$ cat config.mk
export PLATFORM = sky130hd
export DESIGN_NAME = keymat_emu
export DESIGN_NICKNAME = d
export VERILOG_FILES = /design/src/rtl/keymat_pkg.sv /design/src/rtl/keymat_fifo.sv /design/src/rtl/keymat_tick.sv /design/src/rtl/keymat_lookup.sv /design/src/rtl/keymat_matrix.sv /design/src/rtl/keymat_emu.sv
export SDC_FILE = /design/constraint.sdc
export NUM_CORES = 1
export LEC_CHECK = 0
export ABC_AREA = 0
export CAP_MARGIN = 10
export CORE_MARGIN = 2
export CORE_UTILIZATION = 50
export DETAILED_ROUTE_END_ITERATION = 10
export DONT_BUFFER_PORTS = 1
export PLACE_DENSITY = 0.72
export SYNTH_ARGS = -nofsm -noshare
export SYNTH_HDL_FRONTEND = slang
export SYNTH_SLANG_ARGS = --single-unit
$ cat constraint.sdc
create_clock -name clk -period 5.4 [get_ports clk]
set_input_delay 0.54 -clock clk [delete_from_list [all_inputs] [get_ports clk]]
set_output_delay 0.54 -clock clk [all_outputs]
set_load 0.1 [all_outputs]
$ cat src/rtl/keymat_pkg.sv
package keymat_pkg;
    localparam int CODE_W    = 8;
    localparam int MAP_SIZE  = 128;
    localparam int N_STROBE  = 11;
    localparam int N_SENSE   = 7;
    localparam int N_BUTTON  = 5;
    localparam int BTN_ROW   = 7;
    localparam logic [CODE_W-1:0] UNMAPPED = 8'hFF;

    // Row-major default placement: code k -> slot k-1, then the button row.
    function automatic logic [MAP_SIZE*CODE_W-1:0] default_keymap();
        logic [MAP_SIZE*CODE_W-1:0] m;
        int n;
        m = '1;
        for (int k = 1; k < MAP_SIZE; k++) begin
            n = k - 1;
            if (n < N_SENSE * N_STROBE)
                m[k*CODE_W +: CODE_W] = {4'(n / N_STROBE), 4'(n % N_STROBE)};
            else if (n < N_SENSE * N_STROBE + N_BUTTON)
                m[k*CODE_W +: CODE_W] = {4'(BTN_ROW), 4'(n - N_SENSE * N_STROBE)};
        end
        return m;
    endfunction
endpackage

$ cat src/rtl/keymat_fifo.sv
module keymat_fifo #(
    parameter int DEPTH = 16,
    parameter int W     = 8,
    localparam int AW   = $clog2(DEPTH)
) (
    input  logic          clk,
    input  logic          rst_n,
    input  logic          push,
    input  logic [W-1:0]  push_data,
    input  logic          pop,
    input  logic          flush,
    output logic [W-1:0]  head,
    output logic [AW:0]   count,
    output logic          full,
    output logic          empty
);
    typedef struct packed {
        logic [DEPTH-1:0][W-1:0] mem;
        logic [AW-1:0]           rd;
        logic [AW-1:0]           wr;
        logic [AW:0]             cnt;
    } fifo_st_t;

    fifo_st_t st_d, st_q;
    logic do_push, do_pop;

    assign full  = (st_q.cnt == (AW+1)'(DEPTH));
    assign empty = (st_q.cnt == '0);
    assign head  = st_q.mem[st_q.rd];
    assign count = st_q.cnt;

    always_comb begin
        st_d    = st_q;
        do_pop  = pop && !empty;
        do_push = push && !full;
        if (flush) begin
            st_d.rd  = '0;
            st_d.wr  = '0;
            st_d.cnt = '0;
        end else begin
            if (do_pop)
                st_d.rd = st_q.rd + 1'b1;
            if (do_push) begin
                st_d.mem[st_q.wr] = push_data;
                st_d.wr = st_q.wr + 1'b1;
            end
            if (do_push && !do_pop)
                st_d.cnt = st_q.cnt + 1'b1;
            else if (do_pop && !do_push)
                st_d.cnt = st_q.cnt - 1'b1;
        end
    end

    always_ff @(posedge clk or negedge rst_n) begin
        if (!rst_n) st_q <= '0;
        else        st_q <= st_d;
    end
endmodule

$ cat src/rtl/keymat_tick.sv
module keymat_tick #(
    parameter int DIV   = 1000,
    localparam int CW   = $clog2(DIV)
) (
    input  logic clk,
    input  logic rst_n,
    output logic tick
);
    logic [CW-1:0] cnt_d, cnt_q;

    assign tick = (cnt_q == CW'(DIV - 1));

    always_comb begin
        cnt_d = tick ? '0 : cnt_q + 1'b1;
    end

    always_ff @(posedge clk or negedge rst_n) begin
        if (!rst_n) cnt_q <= '0;
        else        cnt_q <= cnt_d;
    end
endmodule

$ cat src/rtl/keymat_lookup.sv
module keymat_lookup #(
    parameter int ENTRIES = 128,
    parameter int W       = 8,
    parameter logic [ENTRIES*W-1:0] TABLE = '1,
    localparam int IW     = $clog2(ENTRIES)
) (
    input  logic [IW-1:0] idx,
    output logic [W-1:0]  pos
);
    logic [W-1:0] rom [ENTRIES];

    for (genvar i = 0; i < ENTRIES; i++) begin : g_rom
        assign rom[i] = TABLE[i*W +: W];
    end

    assign pos = rom[idx];
endmodule

$ cat src/rtl/keymat_matrix.sv
module keymat_matrix #(
    parameter int NSENSE  = 7,
    parameter int NSTROBE = 11,
    parameter int NBTN    = 5,
    parameter int BROW    = 7
) (
    input  logic               clk,
    input  logic               rst_n,
    input  logic               apply,
    input  logic [7:0]         pos,
    input  logic               release_i,
    input  logic               flush,
    input  logic [NSTROBE-1:0] strobe,
    output logic [NSENSE-1:0]  sense,
    output logic [NBTN-1:0]    button
);
    typedef struct packed {
        logic [NSENSE-1:0][NSTROBE-1:0] rows;
        logic [NBTN-1:0]                btn;
    } mat_st_t;

    mat_st_t st_d, st_q;
    logic [3:0] row_sel, col_sel;

    assign row_sel = pos[7:4];
    assign col_sel = pos[3:0];

    always_comb begin
        st_d = st_q;
        if (flush) begin
            st_d = '0;
        end else if (apply && pos != 8'hFF) begin
            if (row_sel == 4'(BROW)) begin
                for (int j = 0; j < NBTN; j++)
                    if (col_sel == 4'(j)) st_d.btn[j] = !release_i;
            end else begin
                for (int i = 0; i < NSENSE; i++)
                    for (int j = 0; j < NSTROBE; j++)
                        if (row_sel == 4'(i) && col_sel == 4'(j))
                            st_d.rows[i][j] = !release_i;
            end
        end
    end

    always_ff @(posedge clk or negedge rst_n) begin
        if (!rst_n) st_q <= '0;
        else        st_q <= st_d;
    end

    for (genvar r = 0; r < NSENSE; r++) begin : g_sense
        assign sense[r] = |(st_q.rows[r] & strobe);
    end

    assign button = st_q.btn;
endmodule

$ cat src/rtl/keymat_emu.sv
module keymat_emu
    import keymat_pkg::*;
#(
    parameter int TICK_DIV   = 1000,
    parameter int FIFO_DEPTH = 16,
    parameter logic [MAP_SIZE*CODE_W-1:0] KEYMAP = default_keymap(),
    localparam int CNT_W     = $clog2(FIFO_DEPTH) + 1
) (
    input  logic                clk,
    input  logic                rst_n,
    input  logic                evt_valid,
    input  logic [CODE_W-1:0]   evt_code,
    input  logic                clear,
    input  logic [N_STROBE-1:0] strobe_i,
    output logic [N_SENSE-1:0]  sense_o,
    output logic [N_BUTTON-1:0] button_o,
    output logic                overflow_o
);
    logic              tick;
    logic [CODE_W-1:0] head;
    logic [CNT_W-1:0]  fifo_cnt;
    logic              fifo_full, fifo_empty;
    logic [CODE_W-1:0] key_pos;
    logic              ovf_d, ovf_q;

    keymat_tick #(.DIV(TICK_DIV)) tick_i (
        .clk(clk), .rst_n(rst_n), .tick(tick)
    );

    keymat_fifo #(.DEPTH(FIFO_DEPTH), .W(CODE_W)) fifo_i (
        .clk(clk), .rst_n(rst_n),
        .push(evt_valid && !clear), .push_data(evt_code),
        .pop(tick), .flush(clear),
        .head(head), .count(fifo_cnt), .full(fifo_full), .empty(fifo_empty)
    );

    keymat_lookup #(.ENTRIES(MAP_SIZE), .W(CODE_W), .TABLE(KEYMAP)) lut_i (
        .idx(head[6:0]), .pos(key_pos)
    );

    keymat_matrix #(.NSENSE(N_SENSE), .NSTROBE(N_STROBE),
                    .NBTN(N_BUTTON), .BROW(BTN_ROW)) mat_i (
        .clk(clk), .rst_n(rst_n),
        .apply(tick && !fifo_empty), .pos(key_pos), .release_i(head[7]),
        .flush(clear), .strobe(strobe_i),
        .sense(sense_o), .button(button_o)
    );

    always_comb begin
        ovf_d = clear ? 1'b0 : (ovf_q || (evt_valid && fifo_full));
    end

    always_ff @(posedge clk or negedge rst_n) begin
        if (!rst_n) ovf_q <= 1'b0;
        else        ovf_q <= ovf_d;
    end

    assign overflow_o = ovf_q;
endmodule

==> results.json, run 1 <==
{
  "synthesis.nets": 1160,
  "startpoint_type": "register",
  "p_leak_nw": 6.14,
  "synthTopCellsByArea": "dfrtp_1, mux2_2, mux4_2",
  "layout-drive-gt1-share_pct": 22.8,
  "mostFrequentLayoutCell": "dfrtp_1",
  "nets": 1124,
  "netlist_instances": 1118,
  "fmaxAchievable_ghz": 0.209,
  "period_share_pct": 88.7,
  "grt_pass1_wl_um": 52000,
  "cts_max_level": 1,
  "ys_warn_count": 0,
  "cts.repair.resized": 0,
  "grt-ovfl-total": 0,
  "cts_buffer_depth": 3,
  "die-area_um2": 26800,
  "cts_setup_buffers": 0,
  "cp-end-kind": "register",
  "maxCapViolCount": 0,
  "crit_chain": "mux4_1 -> nand2_1 -> and4_1 -> inv_1 -> ha_1 -> nor4_1 -> mux2_2 -> a21boi_1 -> or4_1 -> nor3_2 -> a21oi_1 -> a311oi_1",
  "cts_root_buf": "clkbuf_16",
  "placedCellCount": 1384,
  "vias": 9233,
  "start_util_pct": 50.9,
  "slowest_stage": "dfrtp_2",
  "synth_flop_cell": "dfrtp_1",
  "p_sw_share_pct": 34.3,
  "final_cell_mix": "dfrtp_1, mux2_2, nand2_1, nand2b_1, nand3_1",
  "intPower_mw": 3.61,
  "setup_viol": 0,
  "crit_family": "simple AND/OR/NAND/NOR gates",
  "cts_buffers": 26,
  "ioPinCount": 36,
  "synth.largest_area_cell": "dfrtp_1",
  "port_buffers": 0,
  "wl_per_cell_um": 22.3,
  "critPathMaxStageDelay_ns": 0.72,
  "async_flop_share_pct": 100,
  "n_fill_cell": 2101,
  "arrival_ns": 5.19,
  "grt_pass1_vias": 9310,
  "vias_per_cell": 6.47,
  "hpwl_um": 20000,
  "fin_tns_setup_ns": 0,
  "seq_area_frac_synth_pct": 45.8,
  "area_growth_pct": 7.76,
  "antennaDiodeCount": 0,
  "ir_drop_mv": 0.290,
  "post-synth-top-area-fraction_pct": 45.8,
  "drt_wl_total_um": 31900,
  "gp_congestion": 0.898,
  "netlist-cell-type-count": 79,
  "post-place-ws_ns": 0.725,
  "violations": "negative hold slack",
  "syn_avg_cell_area_um2": 11.4,
  "clock_power_share_pct": 33.7,
  "seq_power_share_pct": 35.7,
  "setup_ws_ns": 0.611,
  "syn_area_um2": 12800,
  "path_class": "register to register",
  "die_h_um": 164,
  "fin_cells": 1428,
  "antenna_found_initial": 0,
  "combPwrFrac_pct": 30.6,
  "finalClockSkew_ns": 0.0121,
  "crit_fanout": 17,
  "clock_latency_ns": 0.53,
  "outcome": "finished, violations left",
  "cts_tree": "done",
  "cts.sinks": 234,
  "slew_headroom_pct": 25.5,
  "holdWs_ns": -0.286,
  "ant_nets": 0,
  "hold_violations": 234,
  "synth-edff-count": 0,
  "p_switching_mw": 1.88,
  "min_period_ns": 4.79,
  "path_clk_slew_ns": 0.06,
  "grt_max_degree": 235,
  "die_w_um": 164,
  "placed_area_um2": 12900,
  "rows": 58,
  "hp-class": "input pin to asynchronous set/reset pin",
  "dr.pass1.iters": 7,
  "rsz0062_at_grt": "false",
  "drc": 0,
  "core_um2": 25100,
  "drtIter0Drc": 1132,
  "critPathBufInv": 1,
  "synth.ff_latch_count": 234,
  "pwr_density_cell_nw_per_um2": 399,
  "worst_pin_slew_ns": 1.11,
  "grt_usage_pct": 24.4,
  "design_area_um2": 13800,
  "critical_path_required_ns": 5.80,
  "finalMaxSlewViolations": 0
}
[layout make-up]
class	count	area, um2	share of cell area [%]
clock inverter	7	110	0.800
tap	330	413	3.00
clock buffer	37	793	5.76
inverter	15	56.3	0.409
multi-input combinational	786	6380	46.4
timing repair buffer	19	155	1.13
sequential	234	5860	42.6
[per-stage QoR]
step / power (mW) / hold WS, ns / utilization [%]
2_1_floorplan: 3.27 / 0.244 / -
3_3_place_gp: 3.61 / 0.257 / 51.2
3_5_place_dp: 3.62 / 0.259 / 51.2
4_1_cts: 5.48 / -0.293 / 54.8
5_1_grt: 5.76 / -0.302 / 54.8
6_report: 5.49 / -0.286 / 54.8
[Yosys cell counts (all sizes together) (8+ instances only)]
library cell    n
mux2i          41
mux2          139
inv            15
a311oi         30
dfrtp         234
nand2          72
nor3           49
nand4           9
mux4           27
nor2           38
nor4           12
nand2b         58
a22o           14
buf            46
nand3          54
o21ai          27
xor2           10
and4            8
a21oi          52
a221oi         16
clkbuf         37
ha             18
[worst paths after layout]
check | from | end | slack (ns) | cells after the start
setup / recovery | fifo_i.st_q[9] | mat_i.st_q[65] | 0.61 | 12
hold / removal | rst_n | tick_i.cnt_q[8] | -0.29 | 0
setup reg to reg | fifo_i.st_q[9] | mat_i.st_q[65] | 0.61 | 12
hold reg to reg | tick_i.cnt_q[0] | tick_i.cnt_q[0] | 0.48 | 1
max in group asynchronous | rst_n | mat_i.st_q[37] | 5.37 | 0
min in group clk | clear | fifo_i.st_q[7] | 0.09 | 1
[layer usage]
layer / track usage, % / share of wire (%) / vias up
li1: - / - / 4136
met1: 34.2 / 43 / 4668
met2: 39.2 / 47 / 374
met3: 4.37 / 7.5 / 55
met4: 6.62 / 2.1 / 0
met5: 0 / 0 / -
[sequential cells by signal, summed over array words and instances, names as in the netlist]
register and flops:
overflow_o 1, mat_i.button 5, fifo_i.st_q 136, tick_i.cnt_q 10, mat_i.st_q 77, fifo_i.count 5
[cells by family after synthesis]
| family | share of synthesized area, % |
|---|---|
| multiplexers | 20.5 |
| flip-flops | 45.8 |
| XOR/XNOR | 1.17 |
| AO/OA/AOI/OAI | 12.1 |
| adder cells (fa/ha/maj) | 1.92 |
| AND/OR/NAND/NOR | 14.2 |
| buffers and inverters | 4.29 |
[power groups by stage]
| stage | Combinational (mW) | Clock (mW) | Sequential (mW) |
|---|---|---|---|
| final | 1.68 | 1.85 | 1.96 |
| after global routing | 1.82 | 1.96 | 1.98 |
| after CTS | 1.64 | 1.88 | 1.96 |
| after detailed placement | 1.63 | 0 | 1.99 |
| after global placement | 1.62 | 0 | 1.98 |
| after floorplan | 1.30 | 0 | 1.97 |
[worst reg2reg max path: stages (launching register included)]
cell and delay, ns:
dfrtp_2 0.72, mux4_1 0.63, nand2_1 0.07, and4_1 0.40
inv_1 0.23, ha_1 0.36, nor4_1 0.52, mux2_2 0.27
a21boi_1 0.10, or4_1 0.57, nor3_2 0.34, a21oi_1 0.13
a311oi_1 0.34
No activity file was read; power rests on OpenSTA's default activity.
==> run 2: changes to the inputs <==
--- a/config.mk
+++ b/config.mk
@@ -11,7 +11,7 @@
 export CORE_UTILIZATION = 50
 export DETAILED_ROUTE_END_ITERATION = 10
 export DONT_BUFFER_PORTS = 1
-export PLACE_DENSITY = 0.72
+export PLACE_DENSITY = 0.75
 export SYNTH_ARGS = -nofsm -noshare
 export SYNTH_HDL_FRONTEND = slang
 export SYNTH_SLANG_ARGS = --single-unit
==> constraint.sdc (replaced) <==
create_clock -name clk -period 4.1 [get_ports clk]
set_input_delay 0.41 -clock clk [delete_from_list [all_inputs] [get_ports clk]]
set_output_delay 0.41 -clock clk [all_outputs]
set_load 0.1 [all_outputs]
==> results.json, run 2 (synthesized netlist as in run 1, its figures left out) <==
{
  "mostFrequentLayoutCell": "dfrtp_1",
  "fmaxAchievable_ghz": 0.243,
  "path_class": "register to register",
  "grt_pass1_vias": 9651,
  "nets": 1205,
  "ioPinCount": 36,
  "rows": 58,
  "antenna_found_initial": 1,
  "finalClockSkew_ns": 0.0231,
  "n_fill_cell": 2036,
  "slew_headroom_pct": 23.4,
  "layout-drive-gt1-share_pct": 28.4,
  "reg2reg_slack_ns": -0.007,
  "die_h_um": 164,
  "path_clk_slew_ns": 0.06,
  "vias": 9728,
  "arrival_ns": 4.55,
  "period_share_pct": 100,
  "min_period_ns": 4.11,
  "worst_pin_slew_ns": 1.15,
  "drt_wl_total_um": 34300,
  "cts_root_buf": "clkbuf_16",
  "rsz0062_at_grt": "true",
  "crit_chain": "buf_8 -> mux4_2 -> o22ai_2 -> o32ai_4 -> inv_2 -> buf_4 -> a21oi_1 -> o221ai_1 -> a21bo_2 -> or4_4 -> nor4_4 -> a31oi_1 -> nor3_1",
  "grt-ovfl-total": 0,
  "combPwrFrac_pct": 35.2,
  "start_util_pct": 50.9,
  "outcome": "finished, violations left",
  "critical_path_required_ns": 4.54,
  "finalMaxSlewViolations": 0,
  "violations": "negative hold slack, negative setup slack",
  "area_growth_pct": 14.7,
  "pwr_density_cell_nw_per_um2": 528,
  "critPathBufInv": 3,
  "die_w_um": 164,
  "seq_power_share_pct": 33.5,
  "maxCapViolCount": 0,
  "intPower_mw": 5.00,
  "grt_pass1_wl_um": 53800,
  "port_buffers": 0,
  "p_leak_nw": 6.60,
  "p_switching_mw": 2.73,
  "ir_drop_mv": 0.443,
  "drtIter0Drc": 1300,
  "top_register": "fifo_i.st_q",
  "hp-class": "input pin to asynchronous set/reset pin",
  "dr.pass1.iters": 8,
  "clock_power_share_pct": 31.3,
  "hold_violations": 234,
  "cts_max_level": 1,
  "setup_viol": 1,
  "holdWs_ns": -0.445,
  "gp_congestion": 0.914,
  "cts_buffers": 26,
  "p_sw_share_pct": 35.3,
  "startpoint_type": "register",
  "grt_usage_pct": 25.3,
  "cts.sinks": 234,
  "cp-end-kind": "register",
  "wl_per_cell_um": 22.7,
  "crit_fanout": 12,
  "drc": 0,
  "die-area_um2": 26800,
  "ant_nets": 0,
  "cts_tree": "done",
  "hpwl_um": 21600,
  "largest_register_ffs": 136,
  "grt_max_degree": 235,
  "critPathMaxStageDelay_ns": 0.55,
  "slowest_stage": "mux4_2",
  "crit_family": "simple AND/OR/NAND/NOR gates",
  "cts_buffer_depth": 3,
  "top_regs": "fifo_i.st_q (136), mat_i.st_q (77), tick_i.cnt_q (10)",
  "vias_per_cell": 6.43,
  "setup_ws_ns": -0.00722,
  "fin_tns_setup_ns": -0.00722,
  "clock_latency_ns": 0.56,
  "core_um2": 25100,
  "final_cell_mix": "dfrtp_1, mux2_2, buf_4, nand2_1, nand2b_1"
}
run 2: what timing repair did:
item,CTS,global route
setup buffers,0,9
setup endpoints to repair,1,79
gates resized for setup,1,32
hold buffers,11,4
gates cloned,0,1
pin swaps,0,10
endpoints found under the hold margin,336,239
run 2: path summary, 6_finish.rpt:
check	start	cells after the start	to
hold / removal	rst_n	0	tick_i.cnt_q[8]
max in group asynchronous	rst_n	0	fifo_i.st_q[137]
setup reg to reg	fifo_i.st_q[9]	13	mat_i.button[0]
hold reg to reg	tick_i.cnt_q[0]	1	tick_i.cnt_q[0]
setup / recovery	fifo_i.st_q[9]	13	mat_i.button[0]
min in group clk	evt_code[1]	1	fifo_i.st_q[110]
run 2: power by group through the flow:
stage	Combinational (mW)	Clock (mW)	Sequential (mW)
2_1_floorplan	1.72	0	2.59
3_3_place_gp	2.39	0	2.62
3_5_place_dp	2.40	0	2.63
4_1_cts	2.44	2.45	2.59
5_1_grt	2.91	2.57	2.61
6_report	2.72	2.42	2.59
run 2: layer usage:
metal	track usage [%]	vias to the layer above	share of wire, %
met5	0	-	0
met4	7.30	0	2.6
met3	4.97	77	8.8
met2	40.9	462	47
met1	35.0	4883	42
li1	-	4306	-
run 2: area by class of cell:
cell class / instances / area (um2) / area share [%]
sequential: 234 / 5860 / 40.0
multi-input combinational: 786 / 6540 / 44.6
tap: 330 / 413 / 2.82
timing repair buffer: 99 / 863 / 5.89
clock inverter: 8 / 121 / 0.828
inverter: 15 / 56.3 / 0.384
timing repair inverter: 1 / 7.51 / 0.0512
clock buffer: 39 / 790 / 5.39
antenna: 1 / 2.50 / 0.0171
run 2: worst register-to-register path, delay by kind of cell (launching register included):
family	cells	cell delay, ns
and+or+nand+nor	3	1.25
AOI/OAI and AO/OA	6	1.15
buffers and inverters	3	0.56
muxes	1	0.55
DFF	1	0.48
run 2: stage by stage:
stage	instance area, um2	util (%)	worst slack (ns)	power, mW	instances
after global placement	13300	53.1	0.0412	5.01	1440
after detailed placement	13300	53.1	0.00521	5.03	1440
after global routing	14700	58.4	-0.180	8.09	1513
after CTS	14400	57.2	0.0623	7.48	1498
final	14700	58.4	-0.00722	7.73	1513
after floorplan	12800	-	0.00900	4.31	1118
